===== config.mk =====
export PLATFORM = sky130hd
export DESIGN_NAME = rtc_tick_prescaler
export DESIGN_NICKNAME = d
export VERILOG_FILES = /design/src/rtl/rtc_tick_pkg.sv /design/src/rtl/rtc_cal_shadow.sv /design/src/rtl/rtc_frac_accum.sv /design/src/rtl/rtc_tick_counter.sv /design/src/rtl/rtc_tick_prescaler.sv
export SDC_FILE = /design/constraint.sdc
export NUM_CORES = 1
export LEC_CHECK = 0
export BUFFER_PORTS_ARGS = -buffer_cell sky130_fd_sc_hd__buf_2
export CAP_MARGIN = 10
export CORE_MARGIN = 2
export CORE_UTILIZATION = 45
export CTS_CLUSTER_DIAMETER = 120
export CTS_CLUSTER_SIZE = 40
export DETAILED_ROUTE_END_ITERATION = 8
export GPL_TIMING_DRIVEN = 0
export PLACE_DENSITY_LB_ADDON = 0.25
export SYNTH_ARGS = -nofsm -noshare
export SYNTH_HDL_FRONTEND = slang
export SYNTH_SLANG_ARGS = --single-unit
export TNS_END_PERCENT = 10

===== constraint.sdc =====
create_clock -name clk -period 6.9 [get_ports clk]
set_input_delay 1.38 -clock clk [delete_from_list [all_inputs] [get_ports clk]]
set_output_delay 1.38 -clock clk [all_outputs]
set_load 0.02 [all_outputs]

===== src/rtl/rtc_tick_pkg.sv =====
package rtc_tick_pkg;
  parameter int DEF_INT_W  = 16;
  parameter int DEF_FRAC_W = 4;
  parameter logic [31:0] DEF_CAL = 32'h0019_8233;
endpackage


===== src/rtl/rtc_cal_shadow.sv =====
module rtc_cal_shadow #(
  parameter int CAL_W = 21,
  parameter int ACT_W = 16,
  parameter logic [CAL_W-1:0] RST_CAL = '0
) (
  input  logic             clk,
  input  logic             rst,
  input  logic             wr_en,
  input  logic [CAL_W-1:0] wr_cal,
  input  logic             adopt,
  output logic [CAL_W-1:0] next_cal,
  output logic [ACT_W-1:0] active_lim
);
  logic [CAL_W-1:0] pending;

  always_comb next_cal = wr_en ? wr_cal : pending;

  always_ff @(posedge clk) begin
    if (rst) begin
      pending    <= RST_CAL;
      active_lim <= RST_CAL[ACT_W-1:0];
    end else begin
      pending <= next_cal;
      if (adopt) active_lim <= next_cal[ACT_W-1:0];
    end
  end
endmodule


===== src/rtl/rtc_frac_accum.sv =====
module rtc_frac_accum #(
  parameter int FRAC_W = 4
) (
  input  logic              clk,
  input  logic              rst,
  input  logic              clear,
  input  logic              boundary,
  input  logic              en,
  input  logic [FRAC_W-1:0] frac,
  output logic              stretch
);
  logic [FRAC_W-1:0] acc;
  logic [FRAC_W:0]   sum;

  always_comb sum = {1'b0, acc} + {1'b0, frac};

  always_ff @(posedge clk) begin
    if (rst || clear) begin
      acc     <= '0;
      stretch <= 1'b0;
    end else if (boundary) begin
      if (en) begin
        acc     <= sum[FRAC_W-1:0];
        stretch <= sum[FRAC_W];
      end else begin
        stretch <= 1'b0;
      end
    end
  end
endmodule


===== src/rtl/rtc_tick_counter.sv =====
module rtc_tick_counter #(
  parameter int INT_W = 16
) (
  input  logic             clk,
  input  logic             rst,
  input  logic             load,
  input  logic [INT_W-1:0] limit,
  input  logic             stretch,
  output logic [INT_W-1:0] count,
  output logic             pulse,
  output logic             boundary,
  output logic             hold
);
  logic at_top;

  always_comb begin
    at_top   = (count == limit);
    boundary = !load && at_top && !(stretch && !hold);
  end

  always_ff @(posedge clk) begin
    if (rst || load) begin
      count <= '0;
      hold  <= 1'b0;
      pulse <= 1'b0;
    end else begin
      pulse <= boundary;
      if (boundary) begin
        count <= '0;
        hold  <= 1'b0;
      end else if (at_top) begin
        hold <= 1'b1;
      end else begin
        count <= count + 1'b1;
      end
    end
  end
endmodule


===== src/rtl/rtc_tick_prescaler.sv =====
module rtc_tick_prescaler
  import rtc_tick_pkg::*;
#(
  parameter int INT_W  = DEF_INT_W,
  parameter int FRAC_W = DEF_FRAC_W,
  parameter logic [31:0] RESET_CAL = DEF_CAL,
  localparam int CAL_W = INT_W + FRAC_W + 1
) (
  input  logic             clk,
  input  logic             rst,
  input  logic             cal_wr,
  input  logic [CAL_W-1:0] cal_data,
  input  logic             time_load,
  output logic [INT_W-1:0] tick_count,
  output logic             sec_pulse
);
  localparam logic [CAL_W-1:0] RST_CAL = RESET_CAL[CAL_W-1:0];

  logic [CAL_W-1:0]  next_cal;
  logic [INT_W-1:0]  act_int;
  logic              boundary;
  logic              stretch;
  logic              hold;
  logic              adopt;
  logic              next_en;
  logic [FRAC_W-1:0] next_frac;

  always_comb begin
    adopt     = time_load | boundary;
    next_en   = next_cal[CAL_W-1];
    next_frac = next_cal[CAL_W-2:INT_W];
  end

  rtc_cal_shadow #(.CAL_W(CAL_W), .ACT_W(INT_W), .RST_CAL(RST_CAL)) u_shadow (
    .clk(clk), .rst(rst), .wr_en(cal_wr), .wr_cal(cal_data),
    .adopt(adopt), .next_cal(next_cal), .active_lim(act_int)
  );

  rtc_frac_accum #(.FRAC_W(FRAC_W)) u_accum (
    .clk(clk), .rst(rst), .clear(time_load), .boundary(boundary),
    .en(next_en), .frac(next_frac), .stretch(stretch)
  );

  rtc_tick_counter #(.INT_W(INT_W)) u_count (
    .clk(clk), .rst(rst), .load(time_load), .limit(act_int),
    .stretch(stretch), .count(tick_count), .pulse(sec_pulse),
    .boundary(boundary), .hold(hold)
  );
endmodule


==> run_results.csv, run 1 <==
group,metric,value,unit
clock_tree,numCtsBuffers,9,
floorplanning,num_rows,27,
timing,slew_violations,0,
timing,fmax,0.289,GHz
routing,via_per_inst,5.50,
floorplanning,dieArea,0.00634,mm2
floorplanning,core,0.00551,mm2
setup_path,cp_data_arrival_time,3.72,ns
cells_and_area,diodes,0,
clock_tree,cts_hold_buf,0,
placed_design,post_dp_cell_area,0.00286,mm2
routing,totalWireLength,5.67,mm
setup_path,criticalPathCategory,"in -> reg",
placed_design,gp_congestion,0.830,
synthesis,ys_warn_count,0,
setup_path,cp-end-kind,"register",
flow_run,maxCapViolCount,0,
run_status,status,"completed",
timing,setup_tns,0,ns
clock_tree,insertion_delay,0.34,ns
global_route,grt-ovfl-total,0,
placed_design,dp_hpwl,4.11,mm
pwr,p_leak,1.25,nW
routing,num_vias,2141,
setup_path,worstPathRequired,7.17,ns
routing,first_pass_iters,5,
routing,avgRoutedWirePerCell,14.6,um
cells_and_area,syn_to_final_growth,18.6,%
timing,period_needed,3.46,ns
setup_path,ff2ff_path_depth,7,
synthesis,synth_async_sr_flop_share,0,%
clock_tree,cts_tree,"done",
timing,hold_viol_final,0,
synthesis,syn_inst,262,
routing,drc_errors,0,
cells_and_area,fin_nets,344,
placed_design,port-buffer-count,40,
hold_path,holdCritPathClass,"reg -> reg",
synthesis,synth_fp_nets,293,
timing,rsz0062_at_grt,"false",
floorplanning,die_x,79.6,um
synthesis,syn-cell-area,0.00257,mm2
global_route,grt_pass1_vias,2040,
clock_tree,ctsRootBufferMaster,"clkbuf_8",
clock_tree,cts_resized,0,
routing,detail-route-antenna-nets,0,
setup_path,critPathMaxFanout,10,
placed_design,dp_slack,3.08,ns
global_route,antenna_found_initial,0,
pwr,ir_worst_vdd,0.000160,V
clock_tree,clock-sinks,60,
timing,slew_headroom,59.9,%
synthesis,syn_area_per_cell,9.82,um2
cells_and_area,drive_above_1_share,21.8,%
hold_path,holdPathStages,2,
timing,worst_pin_slew,0.594,ns
synthesis,ys_ff_latch,60,
timing,fin_crit_sh,50.1,%
synthesis,synthFlopType,"dfxtp_1",
cells_and_area,regArea,0.00120,mm2
cells_and_area,postLayoutCellArea,0.00305,mm2
clock_tree,cts_max_level,3,
global_route,grt_pass1_wl,9.64,mm
clock_tree,path_clk_slew,0.06,ns
floorplanning,pin_count,42,
timing,fin_skew,0.0113,ns
timing,setup_viol,0,
floorplanning,die_y,79.6,um
synthesis,synth_seq_area_share,46.7,%
timing,hold_ws,0.494,ns
clock_tree,clock_path_buffers,2,
cells_and_area,multi_input_area,0.00127,mm2
synthesis,synth_cell_types,33,
floorplanning,start_util,46.7,%
clock_tree,cts_setup_buffers,0,
pwr,powerDensity,239,mW/mm2
routing,drt-initial-drc-count,95,
synthesis,synth-edff-count,0,
setup_path,start_kind,"input pin",
cells_and_area,nFillCells,509,
timing,timing.final.ws_setup,3.44,ns
global_route,grt_usage,20.0,%
global_route,grt_max_degree,11,
==> flip-flops by register name, summed over array words and instances (netlist names) <==
name,count
u_accum.stretch,1
u_count.count,16
u_shadow.pending,21
u_count.hold,1
u_shadow.active_lim,16
u_count.pulse,1
u_accum.acc,4
==> layout by cell type (no fill, tap or decap), drive strengths merged <==
cell	count
or4	8
inv	7
a21oi	22
nand2	5
mux2	3
buf	50
nor4	2
o31ai	7
xnor2	19
nand4	13
nand2b	2
nor2b	8
clkbuf	19
clkinv	1
or2	3
o22a	10
o21ai	11
a22o	6
nor2	18
ha	5
nand3	2
nor3	1
a21o	5
o41ai	1
fa	1
dfxtp	60
a211o	6
or3	9
mux2i	13
==> report_power, final <==
part | leakage (nW) | internal, W | switching [W]
clock network | 0.0986 | 0.000167 | 0.000130
logic | 0.660 | 0.0000303 | 0.0000302
registers | 0.493 | 0.000363 | 0.00000949
total | 1.25 | 0.000561 | 0.000169
==> worst paths after layout <==
kind / to / slack (ns) / start
setup / recovery: u_accum.acc[1] / 3.44 / cal_wr
hold / removal: u_accum.acc[3] / 0.49 / u_accum.acc[3]
setup reg to reg: u_count.count[3] / 4.56 / u_count.count[2]
hold reg to reg: u_accum.acc[3] / 0.49 / u_accum.acc[3]
==> synth_stat cells (6+ instances only) <==
cell type  instances  area [um2]
dfxtp_1           60        1200
o21ai_0           10        50.1
a22o_1             6        52.6
xnor2_1           19         166
inv_1              7        26.3
a211o_1            6        52.6
nor2b_1            8        50.1
o22a_1            10        87.6
a21oi_1           22         110
o31ai_1            7        52.6
nor2_1            18        67.6
nand4_1           13        81.3
or4_1              8        60.1
mux2i_1           13         130
or3_1              8        50.1
==> critical path: stages <==
cell and delay, ns:
clkbuf_1 0.31, buf_1 0.44, mux2_2 0.41, ha_1 0.21, inv_1 0.07, fa_1 0.39, or3_1 0.38, a21oi_1 0.14
==> metal layers <==
metal	GRT usage, %	share of wire (%)	vias up
met4	9.31	1.6	0
met3	5.09	5.9	11
met1	25.7	47	999
met2	31.3	46	69
met5	0	0	-
li1	-	-	1062
==> logic make-up after synthesis <==
kind of cell    Yosys count  synth area share, %
buf+inv                  22                 3.89
compound gates           68                 18.0
xor+xnor                 19                 6.47
flops                    60                 46.7
simple gates             71                 15.3
mux                      16                 6.37
fa+ha+maj                 6                 3.21
==> area by class of cell <==
| class | count | share of cell area (%) |
|---|---|---|
| Buffer | 15 | 2.42 |
| Inverter | 7 | 0.861 |
| Tap cell | 72 | 2.95 |
| Sequential cell | 60 | 39.4 |
| Multi-Input combinational cell | 180 | 41.7 |
| Timing Repair Buffer | 40 | 6.56 |
| Clock inverter | 1 | 0.164 |
| Clock buffer | 14 | 5.99 |
==> metrics by stage <==
step	util [%]	std cells	power, W
after floorplan	-	262	0.000421
after detailed placement	52.0	374	0.000441
after global routing	55.4	389	0.000762
final	55.4	389	0.000730
after CTS	55.4	389	0.000739
after global placement	52.0	374	0.000439
Power figures use the tool's default switching activity.
==> run 2, diff against run 1 <==
--- a/config.mk
+++ b/config.mk
@@ -5,6 +5,7 @@
 export SDC_FILE = /design/constraint.sdc
 export NUM_CORES = 1
 export LEC_CHECK = 0
+export ABC_AREA = 1
 export BUFFER_PORTS_ARGS = -buffer_cell sky130_fd_sc_hd__buf_2
 export CAP_MARGIN = 10
 export CORE_MARGIN = 2
==> constraint.sdc (replaced) <==
create_clock -name clk -period 2.9 [get_ports clk]
set_input_delay 0.58 -clock clk [delete_from_list [all_inputs] [get_ports clk]]
set_output_delay 0.58 -clock clk [all_outputs]
set_load 0.02 [all_outputs]
==> run 2 against run 1 <==
Synthesized cell count is 88% higher. Sequential share of layout area is 6.4 points lower. Clock power grew to 2.9 times the previous value. Highest routed layer unchanged. Largest power group unchanged. Wire length is 34% higher. Clock-buffer cell count is 4 lower. Final cell count is 62% higher.
==> run_results.csv, run 2 <==
group,metric,value,unit
setup_path,cp-end-kind,"register",
timing,slew_headroom,56.8,%
cells_and_area,reg_top3,"u_shadow.pending: 21 flops, u_count.count: 16 flops, u_shadow.active_lim: 16 flops",
routing,totalWireLength,7.59,mm
clock_tree,cts_setup_buffers,0,
cells_and_area,mostFrequentLayoutCells,"210 x nand2_1, 65 x inv_1, 60 x dfxtp_1, 46 x buf_2, 34 x nand3_1",
floorplanning,start_util,46.1,%
clock_tree,ctsRootBufferMaster,"clkbuf_8",
synthesis,syn_inst,492,
synthesis,synth_area_leader_cell,"dfxtp_1",
clock_tree,clock_path_buffers,2,
setup_path,crit_buf_inv,3,
setup_path,crit_top_cell,"o21ai_0",
placed_design,dp_hpwl,5.74,mm
pwr,p_leak,1.93,nW
synthesis,yosys-top-cells-area,"dfxtp_1 39%, nand2_1 25%, inv_1 7.8%",
setup_path,criticalPathCategory,"in -> reg",
routing,avgRoutedWirePerCell,12.1,um
setup_path,cp_data_arrival_time,2.75,ns
synthesis,ys_warn_count,0,
clock_tree,cts_tree,"done",
timing,setup_viol,0,
global_route,grt-ovfl-total,0,
setup_path,worstPathRequired,3.16,ns
synthesis,yosysMostFrequentCell,"nand2_1",
global_route,antenna_found_initial,0,
routing,drc_errors,0,
synthesis,synthFlopType,"dfxtp_1",
placed_design,port-buffer-count,41,
floorplanning,num_rows,30,
setup_path,critPathMaxFanout,10,
setup_path,cp_top_family,"compound AO/OA/AOI/OAI gates",
clock_tree,cts_max_level,3,
setup_path,start_kind,"input pin",
clock_tree,insertion_delay,0.34,ns
cells_and_area,largest_register_ffs,21,
timing,rsz0062_at_grt,"false",
synthesis,synth_common_cells,"210 x nand2_1, 65 x inv_1, 60 x dfxtp_1",
clock_tree,numCtsBuffers,9,
routing,num_vias,2983,
clock_tree,path_clk_slew,0.07,ns
pwr,ir_worst_vdd,0.000210,V
clock_tree,cts_resized,0,
routing,drt-initial-drc-count,191,
setup_path,cp_slowest_stage_delay,0.54,ns
cells_and_area,nFillCells,689,
floorplanning,dieArea,0.00760,mm2
routing,via_per_inst,4.74,
synthesis,netlist.area_leader.share,38.6,%
timing,hold_viol_final,0,
timing,setup_tns,0,ns
cells_and_area,final_common_cell,"nand2_1",
routing,detail-route-antenna-nets,0,
cells_and_area,syn_to_final_growth,17.0,%
clock_tree,cts_hold_buf,0,
timing,worst_pin_slew,0.642,ns
floorplanning,die_y,87.2,um
global_route,grt_max_degree,12,
cells_and_area,multi_input_area,0.00157,mm2
synthesis,synth_fp_nets,523,
timing,fin_skew,0.00554,ns
synthesis,syn_area_per_cell,6.32,um2
setup_path,crit_chain,"buf_2, inv_1, clkbuf_1, or2_2, o21ai_0, fa_1, o21ai_0, a21oi_1, nor2_1, nand3_1, a21boi_0",
timing,fmax,0.402,GHz
pwr,powerDensity,530,mW/mm2
clock_tree,clock-sinks,60,
cells_and_area,top_register,"u_shadow.pending",
timing,period_needed,2.49,ns
global_route,grt_pass1_wl,12.7,mm
synthesis,synth_cell_types,28,
run_status,status,"completed",
timing,fin_crit_sh,85.8,%
pwr,power.total,0.00193,W
synthesis,synth-edff-count,0,
synthesis,synth_seq_area_share,38.6,%
cells_and_area,drive_above_1_share,14.0,%
setup_path,cpMaxStageDelayCell,"fa_1",
global_route,grt_usage,21.6,%
cells_and_area,diodes,0,
timing,slew_violations,0,
global_route,grt_pass1_vias,2722,
cells_and_area,fin_nets,575,
floorplanning,die_x,87.2,um
synthesis,synth_async_sr_flop_share,0,%
flow_run,maxCapViolCount,0,
cells_and_area,regArea,0.00120,mm2
floorplanning,pin_count,42,
floorplanning,core,0.00676,mm2
routing,first_pass_iters,5,
synthesis,syn-cell-area,0.00311,mm2
hold_path,holdCritPathClass,"in -> reg",
synthesis,ys_ff_latch,60,
placed_design,gp_congestion,0.891,
==> run 2: cell count changes in the layout (fill, tap and decap cells not counted), sizes merged, moves of 7 or more <==
cell | previous run | this run
o31ai | 7 | 0
nand2 | 5 | 211
nand4 | 13 | 3
inv | 7 | 70
or4 | 8 | 0
nor2 | 18 | 36
nor2b | 8 | 0
o22a | 10 | 0
nand3 | 2 | 35
or3 | 9 | 0
xnor2 | 19 | 6
mux2i | 13 | 0
xor2 | 0 | 9
==> run 2: cell families (layout without fill, tap and decap cells) <==
kind of cell               count (synthesis)  count (layout)  synth area share, %
and+or+nand+nor                          294             294                 38.5
buffers and inverters                     86             143                 11.0
DFF                                       60              60                 38.6
AOI/OAI and AO/OA                         31              31                 5.07
xor gates and xnor gates                  15              15                 4.22
adders and majority gates                  6               6                 2.65
==> run 2: stage by stage <==
step | area (um2) | hold WS, ns | setup WS (ns) | utilization, % | instances
after floorplan | 3110 | 0.424 | 0.647 | - | 492
after global placement | 3420 | 0.433 | 0.142 | 50.6 | 613
after detailed placement | 3420 | 0.440 | 0.0951 | 50.6 | 613
after CTS | 3640 | 0.448 | 0.441 | 53.9 | 629
after global routing | 3640 | 0.461 | 0.217 | 53.9 | 629
final | 3640 | 0.454 | 0.412 | 53.9 | 629
==> run 2: where the power goes <==
group	internal, W	total (W)	leakage (nW)	switching, W
combinational	0.0000735	0.000195	1.32	0.000121
clock	0.000507	0.000852	0.116	0.000345
sequential	0.000863	0.000882	0.493	0.0000190
==> run 2: layout make-up <==
type | instances | share of cell area [%]
Tap cell | 80 | 2.75
Multi-Input combinational cell | 346 | 43.1
Buffer | 15 | 2.06
Timing Repair Buffer | 41 | 5.63
Sequential cell | 60 | 33.0
Inverter | 71 | 7.32
Clock buffer | 10 | 3.78
Clock inverter | 6 | 2.40
==> run 2: worst paths after layout <==
check,start,endpoint,slack (ns),depth (start not counted)
max,cal_wr,u_accum.stretch,0.41,11
min reg2reg,u_shadow.pending[19],u_shadow.pending[19],0.45,2
max reg2reg,u_shadow.pending[17],u_accum.acc[3],0.98,8
min,rst,u_count.pulse,0.45,2
==> run 2: metal layers <==
metal	up-vias	GRT usage [%]	share of wire [%]
met5	-	0	0
met4	0	7.55	1.6
met3	14	4.08	4.9
met2	85	33.7	44
met1	1288	29.8	50
li1	1596	-	-
==> run 2: worst reg2reg max path, delay by kind of cell (launching register included) <==
| family | cells | cell delay (ns) |
|---|---|---|
| AOI/OAI and AO/OA | 3 | 0.76 |
| adders and majority gates | 1 | 0.31 |
| DFF | 1 | 0.30 |
| and+or+nand+nor | 2 | 0.19 |
| xor gates and xnor gates | 1 | 0.15 |
| buffers and inverters | 1 | 0.11 |
